## src/rtl/disp_strobe_pkg.sv

```systemverilog
package disp_strobe_pkg;
  localparam int ON_W  = 4;
  localparam int OFF_W = 6;
  localparam int CNT_W = OFF_W + 1;
  localparam int NSTB  = 3;  // cs, we, re windows

  typedef enum logic [1:0] {
    ACC_CMD = 2'd0,
    ACC_DAT = 2'd1,
    ACC_RD  = 2'd2,
    ACC_BAD = 2'd3
  } acc_kind_e;

  typedef struct packed {
    logic [OFF_W-1:0] re_off;
    logic [ON_W-1:0]  re_on;
    logic [OFF_W-1:0] we_off;
    logic [ON_W-1:0]  we_on;
    logic [OFF_W-1:0] cs_off;
    logic [ON_W-1:0]  cs_on;
  } onoff_t;

  typedef struct packed {
    logic [OFF_W-1:0] cs_gap;
    logic [OFF_W-1:0] re_cyc;
    logic [OFF_W-1:0] we_cyc;
  } cyc_t;
endpackage

```

## src/rtl/dst_tick_div.sv

```systemverilog
module dst_tick_div (
  input  logic clk_i,
  input  logic rst_ni,
  input  logic clear_i,
  input  logic run_i,
  input  logic div2_i,
  output logic tick_o,
  output logic ph_o
);
  logic ph_q;

  always_ff @(posedge clk_i or negedge rst_ni) begin
    if (!rst_ni)                ph_q <= 1'b0;
    else if (clear_i)           ph_q <= 1'b0;
    else if (run_i && div2_i)   ph_q <= ~ph_q;
  end

  assign tick_o = run_i && (!div2_i || ph_q);
  assign ph_o   = ph_q;

  // with two-clock ticks, a tick is never followed by another tick
  a_r7_tick_gap: assert property (@(posedge clk_i) disable iff (!rst_ni)
    (run_i && div2_i && tick_o) |=> !tick_o);
endmodule

```

## src/rtl/dst_window.sv

```systemverilog
module dst_window #(
  parameter int CNT_W = 7,
  parameter int ON_W  = 4,
  parameter int OFF_W = 6
) (
  input  logic             en_i,
  input  logic [CNT_W-1:0] cnt_i,
  input  logic [ON_W-1:0]  on_i,
  input  logic [CNT_W-1:0] off_i,
  output logic             act_o
);
  assign act_o = en_i && (cnt_i >= CNT_W'(on_i)) && (cnt_i < off_i);
endmodule

```

## src/rtl/dst_seq.sv

```systemverilog
module dst_seq
  import disp_strobe_pkg::*;
#(
  parameter int DATA_W = 16
) (
  input  logic              clk_i,
  input  logic              rst_ni,
  input  logic              start_i,
  input  logic [1:0]        kind_i,
  input  logic [1:0]        div_i,
  input  onoff_t            onoff_i,
  input  cyc_t              cyc_i,
  input  logic [OFF_W-1:0]  acc_i,
  input  logic [DATA_W-1:0] rd_data_i,
  input  logic              tick_i,
  input  logic              ph_i,
  output logic              accept_o,
  output logic              run_o,
  output logic              div2_o,
  output logic [CNT_W-1:0]  cnt_o,
  output onoff_t            tim_o,
  output logic [CNT_W-1:0]  cs_end_o,
  output acc_kind_e         kind_o,
  output logic              done_o,
  output logic [DATA_W-1:0] rd_data_o,
  output logic              rd_valid_o
);
  logic              run_q, div2_q, done_q, rv_q;
  logic [CNT_W-1:0]  cnt_q;
  onoff_t            tim_q;
  cyc_t              cyc_q;
  logic [OFF_W-1:0]  acc_q;
  acc_kind_e         kind_q;
  logic [DATA_W-1:0] rd_q;

  logic             legal;
  logic [CNT_W-1:0] cs_end, cyc_sel, body, end_raw, last;
  logic             last_tick, capture;

  assign legal    = ((div_i == 2'd1) || (div_i == 2'd2)) && (kind_i != ACC_BAD);
  assign accept_o = !run_q && start_i && legal;

  always_comb begin
    cs_end = CNT_W'(tim_q.cs_off);
    if (CNT_W'(tim_q.we_off) > cs_end) cs_end = CNT_W'(tim_q.we_off);
    if (CNT_W'(tim_q.re_off) > cs_end) cs_end = CNT_W'(tim_q.re_off);
    cyc_sel = (kind_q == ACC_RD) ? CNT_W'(cyc_q.re_cyc) : CNT_W'(cyc_q.we_cyc);
    body    = (cyc_sel > cs_end) ? cyc_sel : cs_end;
    end_raw = body + CNT_W'(cyc_q.cs_gap);
    last    = (end_raw == '0) ? '0 : end_raw - 1'b1;
  end

  assign last_tick = run_q && tick_i && (cnt_q == last);
  assign capture   = run_q && (kind_q == ACC_RD) && !ph_i && (cnt_q == CNT_W'(acc_q));

  always_ff @(posedge clk_i or negedge rst_ni) begin
    if (!rst_ni) begin
      run_q  <= 1'b0;
      div2_q <= 1'b0;
      cnt_q  <= '0;
      tim_q  <= '0;
      cyc_q  <= '0;
      acc_q  <= '0;
      kind_q <= ACC_CMD;
    end else if (accept_o) begin
      run_q  <= 1'b1;
      div2_q <= (div_i == 2'd2);
      cnt_q  <= '0;
      tim_q  <= onoff_i;
      cyc_q  <= cyc_i;
      acc_q  <= acc_i;
      kind_q <= acc_kind_e'(kind_i);
    end else if (last_tick) begin
      run_q <= 1'b0;
    end else if (run_q && tick_i) begin
      cnt_q <= cnt_q + 1'b1;
    end
  end

  always_ff @(posedge clk_i or negedge rst_ni) begin
    if (!rst_ni) begin
      done_q <= 1'b0;
      rv_q   <= 1'b0;
      rd_q   <= '0;
    end else begin
      done_q <= last_tick;
      rv_q   <= capture;
      if (capture) rd_q <= rd_data_i;
    end
  end

  assign run_o      = run_q;
  assign div2_o     = div2_q;
  assign cnt_o      = cnt_q;
  assign tim_o      = tim_q;
  assign cs_end_o   = cs_end;
  assign kind_o     = kind_q;
  assign done_o     = done_q;
  assign rd_data_o  = rd_q;
  assign rd_valid_o = rv_q;

  // done follows the final busy clock
  a_r6_done_after_run: assert property (@(posedge clk_i) disable iff (!rst_ni)
    done_q |-> (!run_q && $past(run_q)));
  a_r6_done_single: assert property (@(posedge clk_i) disable iff (!rst_ni)
    done_q |=> !done_q);
  // illegal start leaves the block idle
  a_r8_reject: assert property (@(posedge clk_i) disable iff (!rst_ni)
    (!run_q && start_i && !legal) |=> !run_q);
  // latched settings hold for the whole access
  a_r9_hold_timing: assert property (@(posedge clk_i) disable iff (!rst_ni)
    (run_q && !last_tick) |=> ($stable(tim_q) && $stable(kind_q) && $stable(cyc_q)));
  // valid only on reads
  a_r10_valid_read: assert property (@(posedge clk_i) disable iff (!rst_ni)
    rv_q |-> (kind_q == ACC_RD));
endmodule

```

## src/rtl/dst_pin_drv.sv

```systemverilog
module dst_pin_drv #(
  parameter int N = 4
) (
  input  logic [N-1:0] lvl_i,
  input  logic [N-1:0] pol_i,
  output logic [N-1:0] pin_o
);
  for (genvar i = 0; i < N; i++) begin : g_pin
    assign pin_o[i] = pol_i[i] ? lvl_i[i] : ~lvl_i[i];
  end
endmodule

```

## src/rtl/disp_strobe_timer.sv

```systemverilog
module disp_strobe_timer
  import disp_strobe_pkg::*;
#(
  parameter int DATA_W = 16
) (
  input  logic              clk_i,
  input  logic              rst_ni,
  input  logic              start_i,
  input  logic [1:0]        kind_i,
  input  logic [1:0]        clk_div_i,
  input  logic [29:0]       onoff_tim_i,
  input  logic [17:0]       cyc_tim_i,
  input  logic [5:0]        access_tick_i,
  input  logic [3:0]        pol_i,
  input  logic [DATA_W-1:0] rd_data_i,
  output logic              cs_o,
  output logic              we_o,
  output logic              re_o,
  output logic              a0_o,
  output logic              busy_o,
  output logic              done_o,
  output logic [DATA_W-1:0] rd_data_o,
  output logic              rd_valid_o
);
  logic             accept, run, div2, tick, ph;
  logic [CNT_W-1:0] cnt, cs_end;
  onoff_t           tim;
  acc_kind_e        kind;

  dst_seq #(.DATA_W(DATA_W)) i_seq (
    .clk_i, .rst_ni, .start_i, .kind_i,
    .div_i     (clk_div_i),
    .onoff_i   (onoff_t'(onoff_tim_i)),
    .cyc_i     (cyc_t'(cyc_tim_i)),
    .acc_i     (access_tick_i),
    .rd_data_i,
    .tick_i    (tick),
    .ph_i      (ph),
    .accept_o  (accept),
    .run_o     (run),
    .div2_o    (div2),
    .cnt_o     (cnt),
    .tim_o     (tim),
    .cs_end_o  (cs_end),
    .kind_o    (kind),
    .done_o,
    .rd_data_o,
    .rd_valid_o
  );

  dst_tick_div i_div (
    .clk_i, .rst_ni,
    .clear_i (accept),
    .run_i   (run),
    .div2_i  (div2),
    .tick_o  (tick),
    .ph_o    (ph)
  );

  // window index: 0 cs, 1 we, 2 re
  logic [NSTB-1:0]            en, act;
  logic [NSTB-1:0][ON_W-1:0]  on_v;
  logic [NSTB-1:0][CNT_W-1:0] off_v;

  assign en[0]    = run;
  assign en[1]    = run && (kind != ACC_RD);
  assign en[2]    = run && (kind == ACC_RD);
  assign on_v[0]  = tim.cs_on;
  assign on_v[1]  = tim.we_on;
  assign on_v[2]  = tim.re_on;
  assign off_v[0] = cs_end;
  assign off_v[1] = CNT_W'(tim.we_off);
  assign off_v[2] = CNT_W'(tim.re_off);

  for (genvar s = 0; s < NSTB; s++) begin : g_win
    dst_window #(.CNT_W(CNT_W), .ON_W(ON_W), .OFF_W(OFF_W)) i_win (
      .en_i  (en[s]),
      .cnt_i (cnt),
      .on_i  (on_v[s]),
      .off_i (off_v[s]),
      .act_o (act[s])
    );
  end

  logic [3:0] lvl, pins;
  assign lvl = {act[0], act[1], act[2], kind != ACC_CMD};

  dst_pin_drv #(.N(4)) i_pins (
    .lvl_i (lvl),
    .pol_i (pol_i),
    .pin_o (pins)
  );

  assign {cs_o, we_o, re_o, a0_o} = pins;
  assign busy_o = run;

  // idle means every strobe inactive
  a_r1_idle_quiet: assert property (@(posedge clk_i) disable iff (!rst_ni)
    !busy_o |-> (act == '0));
  // never both strobes in one access
  a_r3_one_strobe: assert property (@(posedge clk_i) disable iff (!rst_ni)
    !(act[1] && act[2]));
endmodule

```

## config.mk

```make
export PLATFORM = sky130hd
export DESIGN_NAME = disp_strobe_timer
export DESIGN_NICKNAME = d
export VERILOG_FILES = /design/src/rtl/disp_strobe_pkg.sv /design/src/rtl/dst_tick_div.sv /design/src/rtl/dst_window.sv /design/src/rtl/dst_seq.sv /design/src/rtl/dst_pin_drv.sv /design/src/rtl/disp_strobe_timer.sv
export SDC_FILE = /design/constraint.sdc
export NUM_CORES = 1
export LEC_CHECK = 0
export BUFFER_PORTS_ARGS = -buffer_cell sky130_fd_sc_hd__buf_2
export CORE_ASPECT_RATIO = 2
export CORE_MARGIN = 5
export CORE_UTILIZATION = 30
export DETAILED_ROUTE_END_ITERATION = 16
export GPL_ROUTABILITY_DRIVEN = 0
export PLACE_DENSITY = 0.53
export SLEW_MARGIN = 20
export SYNTH_ARGS = -nofsm -noshare
export SYNTH_HDL_FRONTEND = slang
export SYNTH_SLANG_ARGS = --single-unit
```

## constraint.sdc

```tcl
create_clock -name clk_i -period 7.4 [get_ports clk_i]
set_clock_uncertainty 0.1 [all_clocks]
set_input_delay 0.74 -clock clk_i [delete_from_list [all_inputs] [get_ports clk_i]]
set_output_delay 0.74 -clock clk_i [all_outputs]
set_load 0.01 [all_outputs]
```

### After elaboration in Yosys (flattened, before gate mapping)

Cells that the tools add are included.

* register bits: 84
* output and inout bits: 23

* add/sub/neg operators: 3
* magnitude comparators: 9
* equal/unequal tests: 8
* multiplexer cells: 16
* bitwise operators: 5
* reduce and logical (&&, ||, !) cells: 28

Operators with widths (count)
* two-way mux 7 bit: 6
* >= comparator 7 x 4 -> 1 bit: 3
* logical AND 1 bit: 17
* < comparator 7 x 6 -> 1 bit: 2
* > comparator 6 bit: 2
* two-way mux 6 bit: 2
* two-way mux 1 bit: 8
* nonzero test 2 bit: 4
* adder 7 x 1 -> 7 bit, second input constant: 1
* adder 7 x 6 -> 7 bit: 1
* equality test 7 x 6 -> 1 bit: 1
* equality test 7 bit: 1
* > comparator 7 bit: 1
* zero test 7 bit: 1
* < comparator 7 bit: 1
* subtractor 7 x 1 -> 7 bit, second input constant: 1
* != test 2 bit, second input constant: 3
* NOT 1 bit: 5
* equality test 2 bit, second input constant: 2
* zero test 1 bit: 3
* equality test 2 x 1 -> 1 bit, second input constant: 1
* logical OR 1 bit: 2
* AND reduction 2 bit: 1

### Logic depth before layout (Yosys ltp)

Gate-level depths: netlist of the first run.

* depth in word-level cells: 13
* mapped depth: 38
* gate-level depth less buffers: 35

### Modules after synthesis

A second synthesis of the first run with hierarchy kept.

* cell total of the unflattened synthesis: 576
* area total of the unflattened synthesis: 5674.2 µm²

By module, submodules not included
* dst_seq: instances 1, cells each 456, area each 4738.3 µm²
* dst_window: instances 3, cells each 35, area each 270.3 µm²
* dst_tick_div: instances 1, cells each 6, area each 62.6 µm²
* dst_pin_drv: instances 1, cells each 4, area each 35.0 µm²
* disp_strobe_timer: instances 1, cells each 5, area each 27.5 µm²

### Worst setup path before layout of the first run

Ideal clock, no wire load.

* kind: reg-to-reg
* from: reg i_seq.tim_q (netlist bit i_seq.tim_o[19])
* to: reg i_seq.cnt_q[4] (netlist: i_seq.cnt_o[4])
* arrival time: 7166 ps
* required time: 7220 ps
* slack: 54 ps
* cell stages (with the launch flop): 36
* path buffers: 2
* clock period less this slack: 7346 ps
* path through: dfrtp_1 ha_1 nand4_2 o21bai_4 a31oi_1 nand2_1 o21ai_0 inv_1 ha_1 nor2b_1 o31a_1 o21ai_0 and4bb_1 a211o_1 buf_6 nor2_1 a21oi_1 ha_1 maj3_1 a21oi_1 o21ai_1 o22ai_4 mux2i_1 ha_1 fa_1 a21o_1 a21oi_1 o21bai_1 a211oi_1 nand3_1 a22o_1 and4_1 and3_1 buf_2 nor3_1 mux2i_1

* cells in the longest elaborated chain, start to end: 13

RTL lines
* from (decl): line dst_seq.sv:30 `onoff_t tim_q;`
* from (signal assigned): line dst_seq.sv:69 `tim_q <= onoff_i;`
* > comparator 6 bit: line dst_seq.sv:45 `if (CNT_W'(tim_q.we_off) > cs_end) cs_end = CNT_W'(tim_q.we_off);`
* two-way mux 6 bit *: line dst_seq.sv:45
* > comparator 6 bit: line dst_seq.sv:46 `if (CNT_W'(tim_q.re_off) > cs_end) cs_end = CNT_W'(tim_q.re_off);`
* two-way mux 7 bit *: line dst_seq.sv:46
* > comparator 7 bit: line dst_seq.sv:48 `body = (cyc_sel > cs_end) ? cyc_sel : cs_end;`
* two-way mux 7 bit *: line dst_seq.sv:48
* adder 7 x 6 -> 7 bit *: line dst_seq.sv:49 `end_raw = body + CNT_W'(cyc_q.cs_gap);`
* subtractor 7 x 1 -> 7 bit / zero test 7 bit (equally long branches): line dst_seq.sv:50 `last = (end_raw == '0) ? '0 : end_raw - 1'b1;`
* two-way mux 7 bit *: line dst_seq.sv:50
* equality test 7 bit *: line dst_seq.sv:53 `assign last_tick = run_q && tick_i && (cnt_q == last);`
* logical AND 1 bit *: line dst_seq.sv:53
* != test 2 bit (no line) *
* AND reduction 2 bit (no line) *
* to (signal assigned): line dst_seq.sv:76 `cnt_q <= cnt_q + 1'b1;`
* to (decl): line dst_seq.sv:29 `logic [CNT_W-1:0] cnt_q;`

Every way passes the cells marked *; elsewhere a longest branch is shown, timed or not.
A chain may end at the register's enable or synchronous reset.

### Worst setup path in the final report of the first run

* from: reg i_seq.tim_q (netlist bit i_seq.tim_o[17])
* to: reg i_seq.cnt_q[3] (netlist: i_seq.cnt_o[3])

Same word-level chain as after synthesis.

==> impl_results.md, run 1 <==
* CP Capture Type: flop
* CP required at ~7.6 ns
* Final Max Slew Viols at 0
* CTS tree: done
* Crit start category: flop
* Final Hold Viols at 0
* Fmax at about 140 MHz
* Synth Area in XOR/XNOR at 0.04146
* Period utilisation layout at 0.9583
* Fillers at 1863
* CP Launch Point: i_seq.tim_o[17]
* Ratio of cells with drive above 1 in the final layout at 0.2382
* Crit path time final at a little over 7 ns
* Clk root buf: clkbuf_16
* Syn Std Cell Area at 5371 um^2
* First-pass GRT wire length at between 20000 and 25000 um
* Synth Warn # at 0
* Drt via density at 4.818
* Vias post-DR at 4606
* Row Count at 69
* Post-Syn Nets at 757
* Drt first pass iters at 6
* Status: finished clean
* Core area at 17700 um^2
* Design Area, Final at 6704 um^2
* Commonest cells after routing, fill and taps aside: nand2_1 (175), buf_2 (102), dfrtp_1 (84)
* Setup WS post-layout at 0.3089 ns
* Dpl hpwl at 11020 um
* Layout Utilization at 0.3788
* Full die area at 20840 um^2
* Initial DRC count at about 130
* Main flop type after synthesis: dfrtp_1
* N_diodes at 0
* Worst-Skew Late Latency at 0.35 ns
* Die Ht at 199.2 um
* Dpl ws at -0.1958 ns
* Post-synth EDFFs at 0
* Ys async rst share at 1.000
* CTS clk-pin slew, worst paths at ~0.070 ns
* I/O Pins at about 100
* Main combinational cell family by area after synthesis: simple AND/OR/NAND/NOR gates
* Endpoints failing setup at 0
* Post-route antenna net violation count at 0
* Cell mode on critical path: ha_1
* Cell variety after synth at 63
* Register area share after synthesis at 0.3913
* Vias in the first global route at 4873
* Min-delay worst type: input pin to asynchronous set/reset pin
* Synth Area in Simple Gates at 0.2218
* Max clock buf depth at 2
* Commonest non-fill, non-tap cell in the layout: nand2_1
* Avg Inst Size Synth at 8.581 um^2
* GRT Resource Usage Total at 0.1420
* Syn Inst Count at 626
* Port Buffers at ~100
* Crit path DAT at just over 7 ns
* Total clock sinks at 84
* Maxcap violations at 0
* Worst-path fanout max at 7
* Largest net degree at the start of global routing at 86
* Compound-Gate Fraction of Synth Area at 0.1346
* WS Path Type: flop to flop
* Layout area overhead at 24.81%
* Worst r2r src: i_seq.tim_o[17]
* Actual slew at the worst max-slew pin at 0.8117 ns
* Multiplexer area fraction after synthesis at 0.04170
* Layout Nets at roughly 870
* Drc violations at 0
* Post-Synth Adder-Cell Area at 0.1197
* DR WL/cell at 15.30 um
* Max incr delay on CP at 0.41 ns
* Slowest-stage cell, CP: dfrtp_1
* Reg area at 2102 um^2
* H-tree levels at 3
* DP Area at roughly 6200 um^2
* Flops & latches, synth at 84
* Starting density of the core at 0.3035
* Hold_ws at ~0.23 ns
* Multi-input gate area at 3172 um^2
* Chip Width at about 100 um
* Initial antenna violation count at 0
* Worst rel slew slack at 0.4589
* Routed wire length at 14630 um
* Gr ovfl total at 0
* CTS buffer count at 9
repair_timing:
action	CTS	global route
pin swaps	0	9
setup buffers	0	3
hold buffers	0	0
endpoints found under the setup margin	8	9
resized for setup	4	26
kinds of logic after synthesis:
kind of cell | count (synthesis)
compound gates | 110
xor+xnor | 23
fa+ha+maj | 51
buf+inv | 66
flops | 84
mux | 21
simple gates | 271
worst max-delay path, delay by kind of cell, from the launching register on:
kind / cells / cell delay, ns
AOI/OAI and AO/OA: 10 / 1.82
xor gates and xnor gates: 1 / 0.11
adders and majority gates: 5 / 1.61
DFF: 1 / 0.41
muxes: 3 / 0.68
and+or+nand+nor: 12 / 2.29
cell type report:
type	instances	area share
inverters	43	0.02408
repair buffers	124	0.1008
flip-flops and latches	84	0.3136
clock buffers	11	0.03621
well taps	213	0.03975
clock inverters	5	0.01250
multi-input cells	476	0.4731
sequential cells by signal (all words and copies together), names as in the netlist:
| name | cells |
|---|---|
| i_seq.tim_o | 30 |
| i_seq.cyc_q | 18 |
| i_seq.rd_data_o | 16 |
| i_seq.cnt_o | 7 |
| i_seq.acc_q | 6 |
| i_seq.kind_o | 2 |
| i_div.ph_o | 1 |
| i_seq.div2_o | 1 |
| i_seq.done_o | 1 |
| i_seq.rd_valid_o | 1 |
| i_seq.run_o | 1 |
worst paths after layout:
kind                                       to  slack [ns]  cells after the start
hold reg to reg            i_seq.rd_data_o[0]        0.37                      2
setup reg to reg               i_seq.cnt_o[3]        0.31                     31
hold / removal                 i_seq.tim_o[5]        0.23                      1
max in group asynchronous        i_seq.done_o        5.91                      2
setup / recovery               i_seq.cnt_o[3]        0.31                     31
min in group clk_i         i_seq.rd_data_o[0]        0.37                      2
per-layer routing:
layer	routed length [um]	track usage	vias to the layer above
li1	-	-	2336
met1	5594	0.1477	2156
met2	8055	0.2722	90
met3	489	0.02296	24
met4	489	0.06923	0
met5	0	0	-
synthesized netlist by cell type, types with 4 or more instances:
library cell / number / area [um^2]
a21o_1: 10 / 75.07
a21oi_1: 19 / 95.09
and3_1: 7 / 43.79
clkbuf_1: 19 / 71.32
dfrtp_1: 84 / 2102
ha_1: 49 / 613.1
inv_1: 42 / 157.7
mux2i_1: 19 / 190.2
nand2_1: 175 / 656.9
nand2b_1: 10 / 62.56
nand3_1: 21 / 105.1
nor2_1: 25 / 93.84
nor2b_1: 8 / 50.05
nor3_1: 7 / 35.03
o211ai_1: 4 / 30.03
o21ai_0: 43 / 215.2
xnor2_1: 9 / 78.83
xor2_1: 12 / 105.1
through the flow:
stage                     std cells  setup TNS (ns)
after floorplan                 626               0
after global placement          937         -0.1292
after global routing            956         -0.1942
after detailed placement        937         -0.7563
final                           956               0
after CTS                       953               0
Power of run 1 is left out: the tool's default activity adds up to more than one toggle a clock period on the data nets, which glitch-free logic cannot reach.
==> run 2, diff against run 1 <==
Settings changed: CTS_BUF_LIST set to sky130_fd_sc_hd__clkbuf_4.
==> impl_results.md, run 2 (synthesis gave the netlist of run 1 again) <==
* Crit start category: flop
* # hold bufs at CTS at 0 (unchanged)
* Vias in the first global route at 4843 (-0.62%)
* Gr ovfl total at 0 (unchanged)
* Fmax at 141.3 MHz (+0.21%)
* Total clock sinks at 84 (unchanged)
* Commonest non-fill, non-tap cell in the layout: nand2_1
* Port Buffers at 103 (unchanged)
* Starting density of the core at 0.3035 (unchanged)
* Cell mode on critical path: ha_1
* Routed wire length at 14660 um (+0.24%)
* I/O Pins at 104 (unchanged)
* First-pass GRT wire length at 23730 um (-0.40%)
* Non-Filler Instances at 957 (+0.10%)
* Crit path DAT at 7.31 ns (+0.06 ns)
* Drc violations at 0 (unchanged)
* Layout area overhead at 21.80%
* Worst rel slew slack at 0.4584 (-0.0004760)
* Vias post-DR at 4587 (-0.41%)
* Max incr delay on CP at 0.44 ns (+0.03 ns)
* Status: finished clean
* Maxcap violations at 0 (unchanged)
* GRT Resource Usage Total at 0.1417 (-0.0003475)
* Setup TNS at 0 ns (unchanged)
* CP required at 7.64 ns (+0.08 ns)
* Dpl hpwl at 11020 um (unchanged)
* Drt via density at 4.793 (-0.52%)
* Crit path time final at 7.076 ns (-0.01514 ns)
* Final Max Slew Viols at 0 (unchanged)
* Min-delay worst type: input pin to asynchronous set/reset pin
* CP Capture Type: flop
* Full die area at 20840 um^2 (unchanged)
* Period utilisation layout at 0.9562 (-0.002046)
* Row Count at 69 (unchanged)
* Final Hold Viols at 0 (unchanged)
* WS Path Type: flop to flop
* H-tree levels at 3 (unchanged)
* Initial antenna violation count at 1 (+1)
* Post-route antenna net violation count at 0 (unchanged)
* WP buf/inv at 0 (unchanged)
* Layout Nets at 869 (unchanged)
* Endpoints failing setup at 0 (unchanged)
* CTS buffer count at 9 (unchanged)
* Clk root buf: clkbuf_4
* Reg2reg setup slack at 0.32 ns (+0.02 ns)
* Die Ht at 199.2 um (unchanged)
* CP top delay family: simple AND/OR/NAND/NOR gates
* Worst-path fanout max at 7 (unchanged)
* Core area at 17700 um^2 (unchanged)
* Actual slew at the worst max-slew pin at 0.8124 ns (+0.0007146 ns)
* Slowest-stage cell, CP: dfrtp_1
* Initial DRC count at 139 (+3.7%)
* Worst-Skew Late Latency at 0.47 ns (+0.12 ns)
* Chip Width at 104.6 um (unchanged)
* Largest net degree at the start of global routing at 86 (unchanged)
* DR WL/cell at 15.32 um (+0.13%)
* Placed cell count at 937 (unchanged)
* Max clock buf depth at 2 (unchanged)
* Commonest cells after routing, fill and taps aside: nand2_1 (175), buf_2 (102), dfrtp_1 (84)
* Ratio of cells with drive above 1 in the final layout at 0.2382 (unchanged)
* Drt first pass iters at 4 (-2)
* CTS clk-pin slew, worst paths at 0.15 ns (+0.08 ns)
* CTS tree: done
* Max reg flops at 30 (unchanged)
run 2: changes by cell type in the layout (fill, tap and decap cells not counted):
cell	previous run	this run
clkbuf_4	0	10
clkbuf_8	1	0
diode_2	0	1
clkbuf_1	1	0
clkbuf_16	9	0
clkinv_1	1	2
run 2: routing by layer:
layer,global-route usage,wire length [um],up-vias
met5,0,0,-
met1,0.1487,5610,2128
met3,0.02780,519,25
li1,-,-,2341
met2,0.2691,8035,93
met4,0.06354,498,0
run 2: worst paths after layout:
kind | start | endpoint | cells past startpoint
min in group clk_i | access_tick_i[5] | i_seq.acc_q[5] | 3
hold / removal | rst_ni | i_seq.tim_o[5] | 1
hold reg to reg | i_seq.rd_data_o[0] | i_seq.rd_data_o[0] | 2
setup / recovery | i_seq.tim_o[17] | i_seq.cnt_o[0] | 31
setup reg to reg | i_seq.tim_o[17] | i_seq.cnt_o[0] | 31
max in group asynchronous | rst_ni | i_seq.div2_o | 2
run 2: through the flow:
step / worst slack, ns / cell area [um^2] / utilization / hold WS (ns)
after floorplan: 0.05425 / 5371 / - / 0.3444
after global placement: -0.07553 / 6198 / 0.3502 / 0.3555
after detailed placement: -0.1958 / 6198 / 0.3502 / 0.3562
after CTS: 0.007168 / 6372 / 0.3601 / 0.08624
after global routing: -0.06396 / 6543 / 0.3697 / 0.09053
final: 0.3241 / 6543 / 0.3697 / 0.08561
run 2: repair_timing:
action,CTS,global route
setup buffers,0,3
pin swaps,0,11
setup endpoints to repair,8,9
resized for setup,4,26
run 2: layout make-up:
class / instances / area (um^2)
timing repair buffer: 124 / 675.6
inverter: 43 / 161.4
sequential: 84 / 2102
clock buffer: 10 / 75.07
fill: 1882 / 11160
tap: 213 / 266.5
clock inverter: 6 / 87.58
antenna: 1 / 2.502
multi-input combinational: 476 / 3172
Power of run 2 is left out for the same reason.
==> run 3, diff against run 2 <==
Settings changed: REMOVE_ABC_BUFFERS set to 1.
==> impl_results.md, run 3 (synthesis gave the netlist of run 1 again) <==
* Met2 wire len at 8161 um (+1.6%)
* Layout area overhead at 23.08%
* Actual slew at the worst max-slew pin at 0.8454 ns (+0.03293 ns)
* Layout Nets at 871 (+0.23%)
* Min-delay worst type: input pin to flop
* Initial DRC count at 125 (-10%)
* Drc violations at 0 (unchanged)
* CP Capture Type: flop
* Port Buffers at 103 (unchanged)
* Chip Width at 104.6 um (unchanged)
* Max reg flops at 30 (unchanged)
* Core area at 17700 um^2 (unchanged)
* Row Count at 69 (unchanged)
* Total clock sinks at 84 (unchanged)
* Starting density of the core at 0.3035 (unchanged)
* Gr ovfl total at 0 (unchanged)
* Commonest non-fill, non-tap cell in the layout: nand2_1
* Commonest cells after routing, fill and taps aside: nand2_1 (175), buf_2 (102), dfrtp_1 (84)
* Hold_ws at 0.3494 ns (+0.2638 ns)
* Largest net degree at the start of global routing at 86 (unchanged)
* Full die area at 20840 um^2 (unchanged)
* H-tree levels at 3 (unchanged)
* Worst r2r src: i_seq.tim_o[19]
* DR WL/cell at 15.32 um (about the same)
* Fmax at 141.4 MHz (about the same)
* First-pass GRT wire length at 23690 um (-0.15%)
* Worst rel slew slack at 0.4218 (-0.03653)
* Worst-path fanout max at 8 (+1)
* Fillers at 1823 (-3.1%)
* Routed metal-1 wirelength at 5458 um (-2.7%)
* Drt first pass iters at 4 (unchanged)
* Period utilisation layout at 0.9555 (about the same)
* Slowest-stage cell, CP: dfrtp_1
* WL met3 at 507 um (-2.3%)
* CTS tree: done
* Vias post-DR at 4608 (+0.46%)
* Ratio of cells with drive above 1 in the final layout at 0.2527 (+0.01446)
* GRT Resource Usage Total at 0.1421 (+0.0004631)
* Status: finished clean
* CP Launch Point: i_seq.tim_o[19]
* Top Metal Used: met4
* Vias in the first global route at 4826 (-0.35%)
* Max incr delay on CP at 0.45 ns (about the same)
* Drt via density at 4.810 (+0.35%)
* Dpl hpwl at 11050 um (+0.26%)
* Crit path time final at 7.071 ns (-0.005399 ns)
* Maxcap violations at 0 (unchanged)
* Initial antenna violation count at 1 (unchanged)
* CTS buffer count at 9 (unchanged)
* Post-route antenna net violation count at 0 (unchanged)
* Endpoints failing setup at 0 (unchanged)
* Crit start category: flop
* CP required at 7.69 ns (+0.05 ns)
* Routed wire length at 14670 um (about the same)
* WS Path Type: flop to flop
* HP Start: rd_data_i[2]
* Clk root buf: clkbuf_4
* Die Ht at 199.2 um (unchanged)
* Worst-Skew Late Latency at 0.47 ns (about the same)
* Max clock buf depth at 2 (unchanged)
* Final Hold Viols at 0 (unchanged)
* I/O Pins at 104 (unchanged)
* CTS clk-pin slew, worst paths at 0.14 ns (about the same)
* Final Max Slew Viols at 0 (unchanged)
* Crit path DAT at 7.36 ns (+0.05 ns)
==> run 3: cell count changes in the layout (fill, tap and decap cells not counted), sizes merged <==
| cell | previous run | this run |
|---|---|---|
| inv | 43 | 42 |
| bufinv | 2 | 1 |
| clkinv | 2 | 3 |
| clkbuf | 10 | 11 |
| clkinvlp | 2 | 1 |
| dlygate4sd3 | 0 | 1 |
| buf | 124 | 125 |
==> run 3: metrics by stage <==
stage,TNS (ns),util,worst slack [ns],area (um^2),cells
finish,0,0.3736,0.3295,6611,958
global route,-0.2068,0.3736,-0.05222,6611,958
CTS,0,0.3596,0.04679,6365,954
detailed placement,-0.1718,0.3507,-0.08642,6206,938
global placement,0,0.3507,0.02593,6206,938
floorplan,0,-,0.04255,5268,603
==> run 3: worst paths after layout <==
| check | to | slack, ns | cells after the start |
|---|---|---|---|
| hold reg to reg | i_seq.cyc_q[5] | 0.38 | 2 |
| hold / removal | i_seq.rd_data_o[2] | 0.35 | 3 |
| min in group asynchronous | i_seq.tim_o[11] | 0.55 | 2 |
| setup / recovery | i_seq.cnt_o[4] | 0.33 | 32 |
| max in group asynchronous | i_seq.acc_q[5] | 5.74 | 4 |
| setup reg to reg | i_seq.cnt_o[4] | 0.33 | 32 |
==> run 3: layout make-up <==
cell class | instances | area [um^2] | area share
Inverter | 43 | 161.4 | 0.02441
Multi-Input combinational cell | 476 | 3228 | 0.4883
Tap cell | 213 | 266.5 | 0.04031
Sequential cell | 84 | 2102 | 0.3179
Antenna cell | 1 | 2.502 | 0.0003785
Clock inverter | 4 | 51.30 | 0.007759
Clock buffer | 11 | 82.58 | 0.01249
Timing Repair Buffer | 126 | 716.9 | 0.1084
==> run 3: worst max-delay path, delay by kind of cell (launching register included) <==
kind,cells,cell delay (ns)
fa+ha+maj,6,1.74
xor+xnor,1,0.11
flops,1,0.45
buf+inv,1,0.17
simple gates,11,1.97
compound gates,10,1.80
mux,3,0.64
==> run 3: routing by layer <==
| metal | vias up | global-route usage |
|---|---|---|
| met3 | 30 | 0.02586 |
| met5 | - | 0 |
| li1 | 2339 | - |
| met4 | 0 | 0.06496 |
| met2 | 91 | 0.2781 |
| met1 | 2148 | 0.1430 |
==> run 3: timing repair <==
item                                   4_1_cts  5_1_grt
setup endpoints to repair                    5        9
endpoints found under the hold margin       11        0
hold buffers                                 1        0
buffers inserted                             0        2
pin swaps                                    1        8
resized for setup                            4       37
Power of run 3 is left out for the same reason.
